`config.mk`:
```
export PLATFORM = sky130hd
export DESIGN_NAME = l34_filt_access
export DESIGN_NICKNAME = d
export VERILOG_FILES = /design/src/rtl/l34_filt_pkg.sv /design/src/rtl/l34_filt_window.sv /design/src/rtl/l34_filt_bank.sv /design/src/rtl/l34_filt_access.sv
export SDC_FILE = /design/constraint.sdc
export NUM_CORES = 1
export LEC_CHECK = 0
export BUFFER_PORTS_ARGS = -buffer_cell sky130_fd_sc_hd__buf_4
export CAP_MARGIN = 10
export CORE_ASPECT_RATIO = 0.75
export CORE_MARGIN = 2
export CORE_UTILIZATION = 63
export CTS_CLUSTER_DIAMETER = 200
export DETAILED_ROUTE_END_ITERATION = 10
export PLACE_DENSITY = 0.8
export SETUP_SLACK_MARGIN = 0.3
export SYNTH_ARGS = -nofsm -noshare
export SYNTH_HDL_FRONTEND = slang
export SYNTH_HIERARCHICAL = 1
export SYNTH_SLANG_ARGS = --single-unit
```
`constraint.sdc`:
```
create_clock -name clk_i -period 3.9 [get_ports clk_i]
set_clock_uncertainty 0.2 [all_clocks]
set_input_delay 0.195 -clock clk_i [delete_from_list [all_inputs] [get_ports clk_i]]
set_output_delay 0.195 -clock clk_i [all_outputs]
set_load 0.01 [all_outputs]
```
`src/rtl/l34_filt_pkg.sv`:
```
package l34_filt_pkg;
  localparam int unsigned HOST_AW = 12;
  localparam int unsigned WORD_W  = 32;
  localparam int unsigned SEL_W   = 4;
  localparam int unsigned IDX_W   = 4;
  localparam int unsigned CAPS_LSB = 27;
  localparam int unsigned CAPS_W   = 4;

  localparam logic [HOST_AW-1:0] OFS_CTRL = 12'hC00;
  localparam logic [HOST_AW-1:0] OFS_DATA = 12'hC04;
  localparam logic [HOST_AW-1:0] OFS_CAPS = 12'hC08;

  typedef struct packed {
    logic [SEL_W-1:0] fsel;
    logic [IDX_W-1:0] idx;
    logic             dir_rd;
    logic             busy;
  } win_ctrl_t;

  function automatic logic [WORD_W-1:0] ctrl_to_word(win_ctrl_t c);
    return {16'h0, c.fsel, c.idx, 6'h0, c.dir_rd, c.busy};
  endfunction
endpackage

```
`src/rtl/l34_filt_window.sv`:
```
module l34_filt_window
  import l34_filt_pkg::*;
#(
  parameter int unsigned XFER_LAT = 3
) (
  input  logic              clk_i,
  input  logic              rst_ni,
  input  logic              ctrl_we_i,
  input  logic              data_we_i,
  input  logic [WORD_W-1:0] wdata_i,
  input  logic [WORD_W-1:0] bank_rdata_i,
  output win_ctrl_t         ctrl_o,
  output logic [WORD_W-1:0] data_o,
  output logic              done_o
);
  localparam int unsigned CNT_W = $clog2(XFER_LAT + 1);

  logic [CNT_W-1:0]  cnt_q;
  win_ctrl_t         ctrl_q;
  logic [WORD_W-1:0] data_q;
  logic              unused_wbits;

  assign unused_wbits = ^{wdata_i[31:16], wdata_i[7:2]};
  assign done_o = ctrl_q.busy && (cnt_q == CNT_W'(XFER_LAT - 1));

  always_ff @(posedge clk_i or negedge rst_ni) begin
    if (!rst_ni) begin
      cnt_q  <= '0;
      ctrl_q <= '0;
      data_q <= '0;
    end else if (ctrl_q.busy) begin
      // host writes are locked out until the transfer ends
      if (done_o) begin
        ctrl_q.busy <= 1'b0;
        if (ctrl_q.dir_rd) data_q <= bank_rdata_i;
      end else begin
        cnt_q <= cnt_q + 1'b1;
      end
    end else begin
      if (ctrl_we_i) begin
        ctrl_q.fsel   <= wdata_i[15:12];
        ctrl_q.idx    <= wdata_i[11:8];
        ctrl_q.dir_rd <= wdata_i[1];
        ctrl_q.busy   <= wdata_i[0];
        cnt_q         <= '0;
      end
      if (data_we_i) data_q <= wdata_i;
    end
  end

  assign ctrl_o = ctrl_q;
  assign data_o = data_q;

  assert_busy_hold_R3: assert property (@(posedge clk_i) disable iff (!rst_ni)
    ctrl_q.busy && !done_o |=> ctrl_q.busy);
  assert_busy_drop_R3: assert property (@(posedge clk_i) disable iff (!rst_ni)
    done_o |=> !ctrl_q.busy);
  assert_ctrl_locked_R6: assert property (@(posedge clk_i) disable iff (!rst_ni)
    ctrl_q.busy && ctrl_we_i |=> $stable(ctrl_q.fsel) && $stable(ctrl_q.idx) && $stable(ctrl_q.dir_rd));
  assert_data_locked_R7: assert property (@(posedge clk_i) disable iff (!rst_ni)
    ctrl_q.busy && !(done_o && ctrl_q.dir_rd) |=> $stable(data_q));
endmodule

```
`src/rtl/l34_filt_bank.sv`:
```
module l34_filt_bank
  import l34_filt_pkg::*;
#(
  parameter int unsigned NUM_FILT       = 4,
  parameter int unsigned WORDS_PER_FILT = 8
) (
  input  logic              clk_i,
  input  logic              rst_ni,
  input  logic              we_i,
  input  logic [SEL_W-1:0]  fsel_i,
  input  logic [IDX_W-1:0]  idx_i,
  input  logic [WORD_W-1:0] wdata_i,
  output logic [WORD_W-1:0] rdata_o
);
  localparam int unsigned SLOT_W = $clog2(WORDS_PER_FILT);

  logic [WORD_W-1:0] filt_rd [NUM_FILT];
  logic              idx_ok;

  assign idx_ok = (32'(idx_i) < WORDS_PER_FILT);

  for (genvar g = 0; g < NUM_FILT; g++) begin : g_filt
    logic [WORD_W-1:0] words_q [WORDS_PER_FILT];
    logic              hit;

    assign hit = we_i && idx_ok && (32'(fsel_i) == g);

    always_ff @(posedge clk_i or negedge rst_ni) begin
      if (!rst_ni) begin
        for (int w = 0; w < WORDS_PER_FILT; w++) words_q[w] <= '0;
      end else if (hit) begin
        words_q[idx_i[SLOT_W-1:0]] <= wdata_i;
      end
    end

    assign filt_rd[g] = words_q[idx_i[SLOT_W-1:0]];
  end

  always_comb begin
    rdata_o = '0;
    for (int k = 0; k < NUM_FILT; k++) begin
      if (idx_ok && (32'(fsel_i) == k)) rdata_o = filt_rd[k];
    end
  end
endmodule

```
`src/rtl/l34_filt_access.sv`:
```
module l34_filt_access
  import l34_filt_pkg::*;
#(
  parameter int unsigned NUM_FILT       = 4,
  parameter int unsigned WORDS_PER_FILT = 8,
  parameter int unsigned XFER_LAT       = 3
) (
  input  logic               clk_i,
  input  logic               rst_ni,
  input  logic               wr_en_i,
  input  logic [HOST_AW-1:0] wr_addr_i,
  input  logic [WORD_W-1:0]  wr_data_i,
  input  logic               rd_en_i,
  input  logic [HOST_AW-1:0] rd_addr_i,
  output logic [WORD_W-1:0]  rd_data_o
);
  localparam logic [WORD_W-1:0] CAPS_WORD =
    {{(WORD_W-CAPS_LSB-CAPS_W){1'b0}}, CAPS_W'(NUM_FILT), {CAPS_LSB{1'b0}}};

  win_ctrl_t         ctrl;
  logic [WORD_W-1:0] data;
  logic [WORD_W-1:0] bank_rdata;
  logic [WORD_W-1:0] rd_mux;
  logic [WORD_W-1:0] rd_q;
  logic              done;
  logic              ctrl_we;
  logic              data_we;
  logic              bank_we;

  assign ctrl_we = wr_en_i && (wr_addr_i == OFS_CTRL);
  assign data_we = wr_en_i && (wr_addr_i == OFS_DATA);
  assign bank_we = done && !ctrl.dir_rd;

  l34_filt_window #(.XFER_LAT(XFER_LAT)) u_window (
    .clk_i        (clk_i),
    .rst_ni       (rst_ni),
    .ctrl_we_i    (ctrl_we),
    .data_we_i    (data_we),
    .wdata_i      (wr_data_i),
    .bank_rdata_i (bank_rdata),
    .ctrl_o       (ctrl),
    .data_o       (data),
    .done_o       (done)
  );

  l34_filt_bank #(.NUM_FILT(NUM_FILT), .WORDS_PER_FILT(WORDS_PER_FILT)) u_bank (
    .clk_i   (clk_i),
    .rst_ni  (rst_ni),
    .we_i    (bank_we),
    .fsel_i  (ctrl.fsel),
    .idx_i   (ctrl.idx),
    .wdata_i (data),
    .rdata_o (bank_rdata)
  );

  always_comb begin
    unique case (rd_addr_i)
      OFS_CTRL: rd_mux = ctrl_to_word(ctrl);
      OFS_DATA: rd_mux = data;
      OFS_CAPS: rd_mux = CAPS_WORD;
      default:  rd_mux = '0;
    endcase
  end

  always_ff @(posedge clk_i or negedge rst_ni) begin
    if (!rst_ni)      rd_q <= '0;
    else if (rd_en_i) rd_q <= rd_mux;
  end

  assign rd_data_o = rd_q;

  assert_wr_lands_R4: assert property (@(posedge clk_i) disable iff (!rst_ni)
    bank_we && (32'(ctrl.fsel) < NUM_FILT) && (32'(ctrl.idx) < WORDS_PER_FILT)
    |=> bank_rdata == $past(data));
  assert_rd_loads_R5: assert property (@(posedge clk_i) disable iff (!rst_ni)
    done && ctrl.dir_rd |=> data == $past(bank_rdata));
  assert_oor_fetch_zero_R8: assert property (@(posedge clk_i) disable iff (!rst_ni)
    done && ctrl.dir_rd && (32'(ctrl.fsel) >= NUM_FILT) |=> data == '0);
  assert_caps_field_R9: assert property (@(posedge clk_i) disable iff (!rst_ni)
    rd_en_i && (rd_addr_i == OFS_CAPS) |=> 32'(rd_data_o[CAPS_LSB +: CAPS_W]) == NUM_FILT);
endmodule

```
Word level (Yosys, flattened, before mapping)
Cells that the tools add are included.

Register bits after elaboration: 1100. Latch bits: 0. RAM bits: 0. ROM bits: 0. Input bits: 60. Output and inout bits: 32. Word-level logic and storage cells: 111. Memories: 0.

Add/sub/neg operators: 1. Multipliers: 0. Div/mod/pow operators: 0. Order comparisons: 3. Eq/ne operators: 12. Shift operators: 0. Muxes and demuxes: 33. Bitwise gates (word level): 2. Reductions and logical operators: 21.

Operators by type and width (count): bitwise mux 256 bit (4); two-way mux 32 bit (17); binary-select mux 32 bit (select 3 bit) (4); demux 32 bit (select 3 bit) (1); case mux 32 bit (3 select lines) (1); == test 12 bit, second input constant (5); logical AND 1 bit (14); == test 4 x 2 -> 1 bit, second input constant (2); two-way mux 2 bit (3); == test 4 x 1 -> 1 bit, second input constant (1); greater-or-equal comparator 4 bit, second input constant (1); zero test 4 bit (1); < comparator 4 x 1 -> 1 bit, second input constant (1); < comparator 4 bit, second input constant (1); != test 2 bit, second input constant (2); NOT 3 -> 4 bit (1); AND reduction 2 bit (2); nonzero test 2 bit (2); two-way mux 1 bit (3); AND reduction 3 bit (1); adder 2 x 1 -> 2 bit, second input constant (1); == test 2 bit, second input constant (1); != test 2 x 1 -> 1 bit, second input constant (1); zero test 1 bit (1); NOT 1 bit (1).

Longest topological paths before layout
Depth in word-level cells: 11. Gate-level depth with buffers: 12. Depth with buffers taken out: 8.

Hierarchy
The synthesis kept the hierarchy.

Modules (own cells, without submodules): l34_filt_bank (instances 1, cells an instance 3253, area each 46833.7 um^2, seq. area each 25624.6 um^2); l34_filt_window (instances 1, cells an instance 192, area each 2361.0 um^2, seq. area each 1101.1 um^2); l34_filt_access (instances 1, cells an instance 154, area each 1680.4 um^2, seq. area each 800.8 um^2).

Least setup slack after synthesis
OpenSTA, ideal clock, no wires.

Path type: register -> register. Start point: reg u_window.cnt_q[0]. End point: reg u_bank/g_filt[0].words_q[117] (netlist bit). Setup time: 0.125 ns. Arrival time: 2.674 ns. Data required time: 3.575 ns. Slack: 0.901 ns. Cell stages (with the launch flop): 13. Path buffers: 4. Period minus slack after synthesis: 2.999 ns. Cells stage by stage: dfrtp_1 -> inv_1 -> ha_1 -> buf_2 -> clkbuf_1 -> and2_1 -> nor2b_1 -> nand2_1 -> or3_1 -> buf_2 -> nor2_2 -> buf_2 -> mux2_2.

Word-level cells in the longest chain between the ends: 5.

RTL lines: start, declared (line l34_filt_window.sv:18) `logic [CNT_W-1:0] cnt_q;`; start signal, assigned (line l34_filt_window.sv:37) `cnt_q <= cnt_q + 1'b1;`; == test 2 bit (line l34_filt_window.sv:24) `assign done_o = ctrl_q.busy && (cnt_q == CNT_W'(XFER_LAT - 1));`; logical AND 1 bit (line l34_filt_window.sv:24); named net done (line l34_filt_access.sv:25) `logic done;`; logical AND 1 bit (line l34_filt_access.sv:32) `assign bank_we = done && !ctrl.dir_rd;`; named net bank_we (line l34_filt_access.sv:28) `logic bank_we;`; logical AND 1 bit (2 in a row) (line l34_filt_bank.sv:26) `assign hit = we_i && idx_ok && (32'(fsel_i) == g);`; end signal, assigned by index (line l34_filt_bank.sv:32) `words_q[idx_i[SLOT_W-1:0]] <= wdata_i;`; end, declared (line l34_filt_bank.sv:23) `logic [WORD_W-1:0] words_q [WORDS_PER_FILT];`.

The timed path passes the listed nets, and every way through them passes these cells. A chain may end at the register's enable or synchronous reset.

Worst setup path after layout
Start point: reg u_window.ctrl_q (netlist bit u_window/ctrl_o[7]). End point: reg u_window.data_q[31] (netlist: u_window/data_o[31]).

Word-level cells in the longest chain between the ends: 9. Elaborated cells on any way between the ends: 15. Classes of those cells: eq/ne (3); mux (7); reduce/logical (5).

RTL lines: start, declared (line l34_filt_window.sv:19) `win_ctrl_t ctrl_q;`; zero test 4 bit (line l34_filt_bank.sv:42) `if (idx_ok && (32'(fsel_i) == k)) rdata_o = filt_rd[k];`; logical AND 1 bit (line l34_filt_bank.sv:42); two-way mux 32 bit (3 in a row) (line l34_filt_bank.sv:42); two-way mux 32 bit * (line l34_filt_bank.sv:42); named net bank_rdata[31] (line l34_filt_access.sv:22) `logic [WORD_W-1:0] bank_rdata;`; two-way mux 32 bit * (line l34_filt_window.sv:35) `if (ctrl_q.dir_rd) data_q <= bank_rdata_i;`; two-way mux 32 bit * (line l34_filt_window.sv:33) `if (done_o) begin`; two-way mux 32 bit * (line l34_filt_window.sv:31) `end else if (ctrl_q.busy) begin`; end signal, assigned (line l34_filt_window.sv:35); end signal, assigned (line l34_filt_window.sv:47) `if (data_we_i) data_q <= wdata_i;`; end, declared (line l34_filt_window.sv:20) `logic [WORD_W-1:0] data_q;`.

The timed path passes the listed nets; every way through them passes the cells marked *. The select of a mux whose other input is x is not followed.

==> flow_summary.json <==
{
  "outcome": "finished, violations left",
  "violations": "negative hold slack",
  "pwr-share-clk": 0.475,
  "gp_congestion": 0.920,
  "setup_viol": 0,
  "rows": 90,
  "crit_cells": 9,
  "grt_usage": 0.388,
  "max_freq_mhz": 279,
  "synth_ff_type": "dfrtp_1",
  "cts_root_buf": "clkbuf_16",
  "clockBufferDepth": 3,
  "totalPowerFinal_mw": 22.7,
  "die_y_um": 250,
  "io_pins": 92,
  "drt_iter0_drc": 4054,
  "syn-num-nets": 3660,
  "fin_crit_sh": 0.919,
  "pre_cts_ws_ns": 0.247,
  "clkLatencyLatePin_ns": 0.69,
  "via_count": 34707,
  "maxSlewViolCount": 0,
  "crit_top_cell": "buf_4",
  "cts_tree": "yes",
  "cp_cell_sequence": "nor4b_2 -> buf_4 -> and2_1 -> buf_4 -> o21ai_0 -> o22ai_1 -> a21oi_1 -> nand4b_1 -> o311a_1",
  "synthToLayoutAreaGrowth_pct": 13.1,
  "remaining_drc_errors": 0,
  "grt_pass1_wl_um": 238000,
  "port_buffers": 91,
  "nNetsFinal": 3738,
  "initial_core_util": 0.635,
  "worst_hold_slack_ns": -0.0575,
  "worst_pin_slew_ns": 1.30,
  "reg2reg_depth": 9,
  "end_kind": "flip-flop",
  "yosysSeqAreaShare": 0.541,
  "vias_per_cell": 7.19,
  "path_clk_slew_ns": 0.06,
  "path_class": "flip-flop to flip-flop",
  "slew_headroom": 0.133,
  "seq_power_share": 0.504,
  "grt_start_max_net_pins": 114,
  "syn_area_um2": 50900,
  "drtAntennaViolNets": 0,
  "drv_cap": 0,
  "power.density_nw_per_um2": 394,
  "p_int_mw": 17.9,
  "grt_pass1_vias": 35690,
  "synth-edff-count": 0,
  "p_leak_nw": 27.3,
  "layout_setup_ws_ns": 0.314,
  "p_switching_mw": 4.75,
  "synthArstFlopShare": 1.00,
  "synth_cell_types": 68,
  "dr.pass1.iters": 6,
  "dp_hpwl_um": 97900,
  "synthCells": 3599,
  "cp_data_required_time_ns": 4.28,
  "setup_tns_ns": 0,
  "ys_seq_elements": 1100,
  "rsz0062_at_grt": "no",
  "drt_wl_total_um": 161000,
  "combPwrFrac": 0.021,
  "numCtsBuffers": 101,
  "swShare": 0.210,
  "crit_slowest_cell": "dfrtp_1",
  "critical-path-top-delay-family": "simple AND/OR/NAND/NOR gates",
  "drive_gt1_frac": 0.466,
  "fp.coreArea_um2": 80200,
  "die_w_um": 332,
  "ctsHtreeMaxLevel": 3,
  "final.min_clock_period_ns": 3.59,
  "clock_sinks": 1100,
  "synth_warnings": 6,
  "crit_fanout": 12,
  "irDropWorstVdd_v": 0.000385,
  "die_area_um2": 83100,
  "cpPeakStageDelay_ns": 0.67,
  "avgRoutedWirePerCell_um": 33.3,
  "antenna_found_initial": 8,
  "path_buf_inv": 2,
  "critPathArrivalTime_ns": 3.96,
  "hold_viol": 5,
  "hp-class": "input pin to async pin",
  "cp-start-kind": "flip-flop",
  "overflow": 0,
  "post_synth.cell_area_avg_um2": 14.1
}
==> synth_stat cells, types with 34 or more instances <==
| cell type | instances | area [µm²] |
|---|---|---|
| buf_4 | 35 | 263 |
| buf_2 | 141 | 706 |
| mux4_2 | 108 | 2430 |
| o21ai_0 | 66 | 330 |
| a22oi_1 | 62 | 465 |
| a21oi_1 | 41 | 205 |
| nand2_1 | 118 | 443 |
| mux2_2 | 1097 | 12400 |
| o311a_1 | 34 | 340 |
| clkbuf_1 | 158 | 593 |
| dfrtp_1 | 1100 | 27500 |
| nor2_1 | 60 | 225 |
| mux2i_1 | 128 | 1280 |
| a221oi_1 | 82 | 718 |
==> through the flow <==
| stage | util | std cells | area, µm² |
|---|---|---|---|
| final | 0.717 | 4824 | 57500 |
| after global routing | 0.717 | 4819 | 57500 |
| after CTS | 0.715 | 4812 | 57300 |
| after detailed placement | 0.663 | 4577 | 53200 |
| after global placement | 0.663 | 4577 | 53200 |
| after floorplan | - | 3599 | 50900 |
==> layout make-up <==
class	instances	area (µm²)
well taps	1058	1320
diodes	5	12.5
repair buffers	335	3220
fillers	4986	22700
clock inverters	44	639
multi-input cells	2111	21700
clock buffers	143	2990
inverters	28	105
flip-flops and latches	1100	27500
==> layout by cell type, fill, tap and decap left out, types with 32 or more instances in the layout <==
cell,Yosys,final
mux2_2,1097,1097
dfrtp_1,1100,1096
buf_4,35,244
mux2i_1,128,128
mux4_2,108,108
nand2_1,118,106
clkbuf_16,0,103
a221oi_1,82,81
o21ai_0,66,66
a22oi_1,62,62
nor2_1,60,52
dlygate4sd3_1,0,47
a21oi_1,41,41
buf_12,0,35
o311a_1,34,34
nand4b_1,32,32
==> power groups by stage <==
| stage | clock network [mW] | registers (mW) | logic [mW] |
|---|---|---|---|
| final | 10.8 | 11.4 | 0.479 |
| after global routing | 11.3 | 11.4 | 0.531 |
| after global placement | 0 | 11.7 | 0.426 |
| after detailed placement | 0 | 11.7 | 0.443 |
| after floorplan | 0 | 11.6 | 0.0835 |
| after CTS | 10.8 | 11.4 | 0.478 |
==> worst register-to-register path, delay by kind of cell (launching register included) <==
kind            cells  cell delay, ns
simple gates        3            1.20
buf+inv             2            0.72
compound gates      4            0.67
flops               1            0.67
==> per-layer routing <==
layer / up-vias / wire (µm) / track usage
li1: 13509 / - / -
met1: 18149 / 62100 / 0.546
met2: 2435 / 67900 / 0.550
met3: 604 / 22300 / 0.138
met4: 10 / 8390 / 0.163
met5: - / 79 / 0
==> sequential cells by signal, indices dropped and copies added, names as in the netlist <==
register,count
u_window/cnt_q,2
u_window/data_o,32
rd_data_o,32
u_window/ctrl_o,10
u_bank/g_filt.words_q,1024
==> worst paths after layout <==
path / startpoint / endpoint / slack (ns)
worst max-delay path: u_window/ctrl_o[7]$_DFFE_PN0P_ / u_window/data_o[31]$_DFFE_PN0P_ / 0.31
worst min-delay path: rst_ni / rd_data_o[16]$_DFFE_PN0P_ / -0.06
worst max register to register: u_window/ctrl_o[7]$_DFFE_PN0P_ / u_window/data_o[31]$_DFFE_PN0P_ / 0.31
worst min register to register: u_bank/g_filt[0].words_q[252]$_DFFE_PN0P_ / u_bank/g_filt[0].words_q[252]$_DFFE_PN0P_ / 0.29
max in group asynchronous: rst_ni / u_bank/g_filt[2].words_q[162]$_DFFE_PN0P_ / 2.31
min in group clk_i: wr_data_i[15] / u_window/ctrl_o[9]$_DFFE_PN0P_ / 0.10
==> what timing repair did <==
action / in CTS / in global routing
hold buffers: 47 / 0
endpoints found under the setup margin: 2 / 2
resized for setup: 0 / 2
gates cloned: 0 / 0
hold endpoints to repair: 235 / 0
setup buffers: 1 / 0
==> logic make-up (layout without fill, tap and decap cells) <==
logic type                 count (synthesis)  after routing  share of synthesized area
and+or+nand+nor                          325            325                     0.0363
buffers and inverters                    388            550                     0.0362
AOI/OAI and AO/OA                        430            430                     0.0657
xor gates and xnor gates                   1              1                   0.000172
adders and majority gates                  1              1                   0.000246
muxes                                   1354           1354                      0.320
DFF                                     1100           1100                      0.541
other                                      0              5                          0
Note: power is estimated with default switching activity, not from simulation.
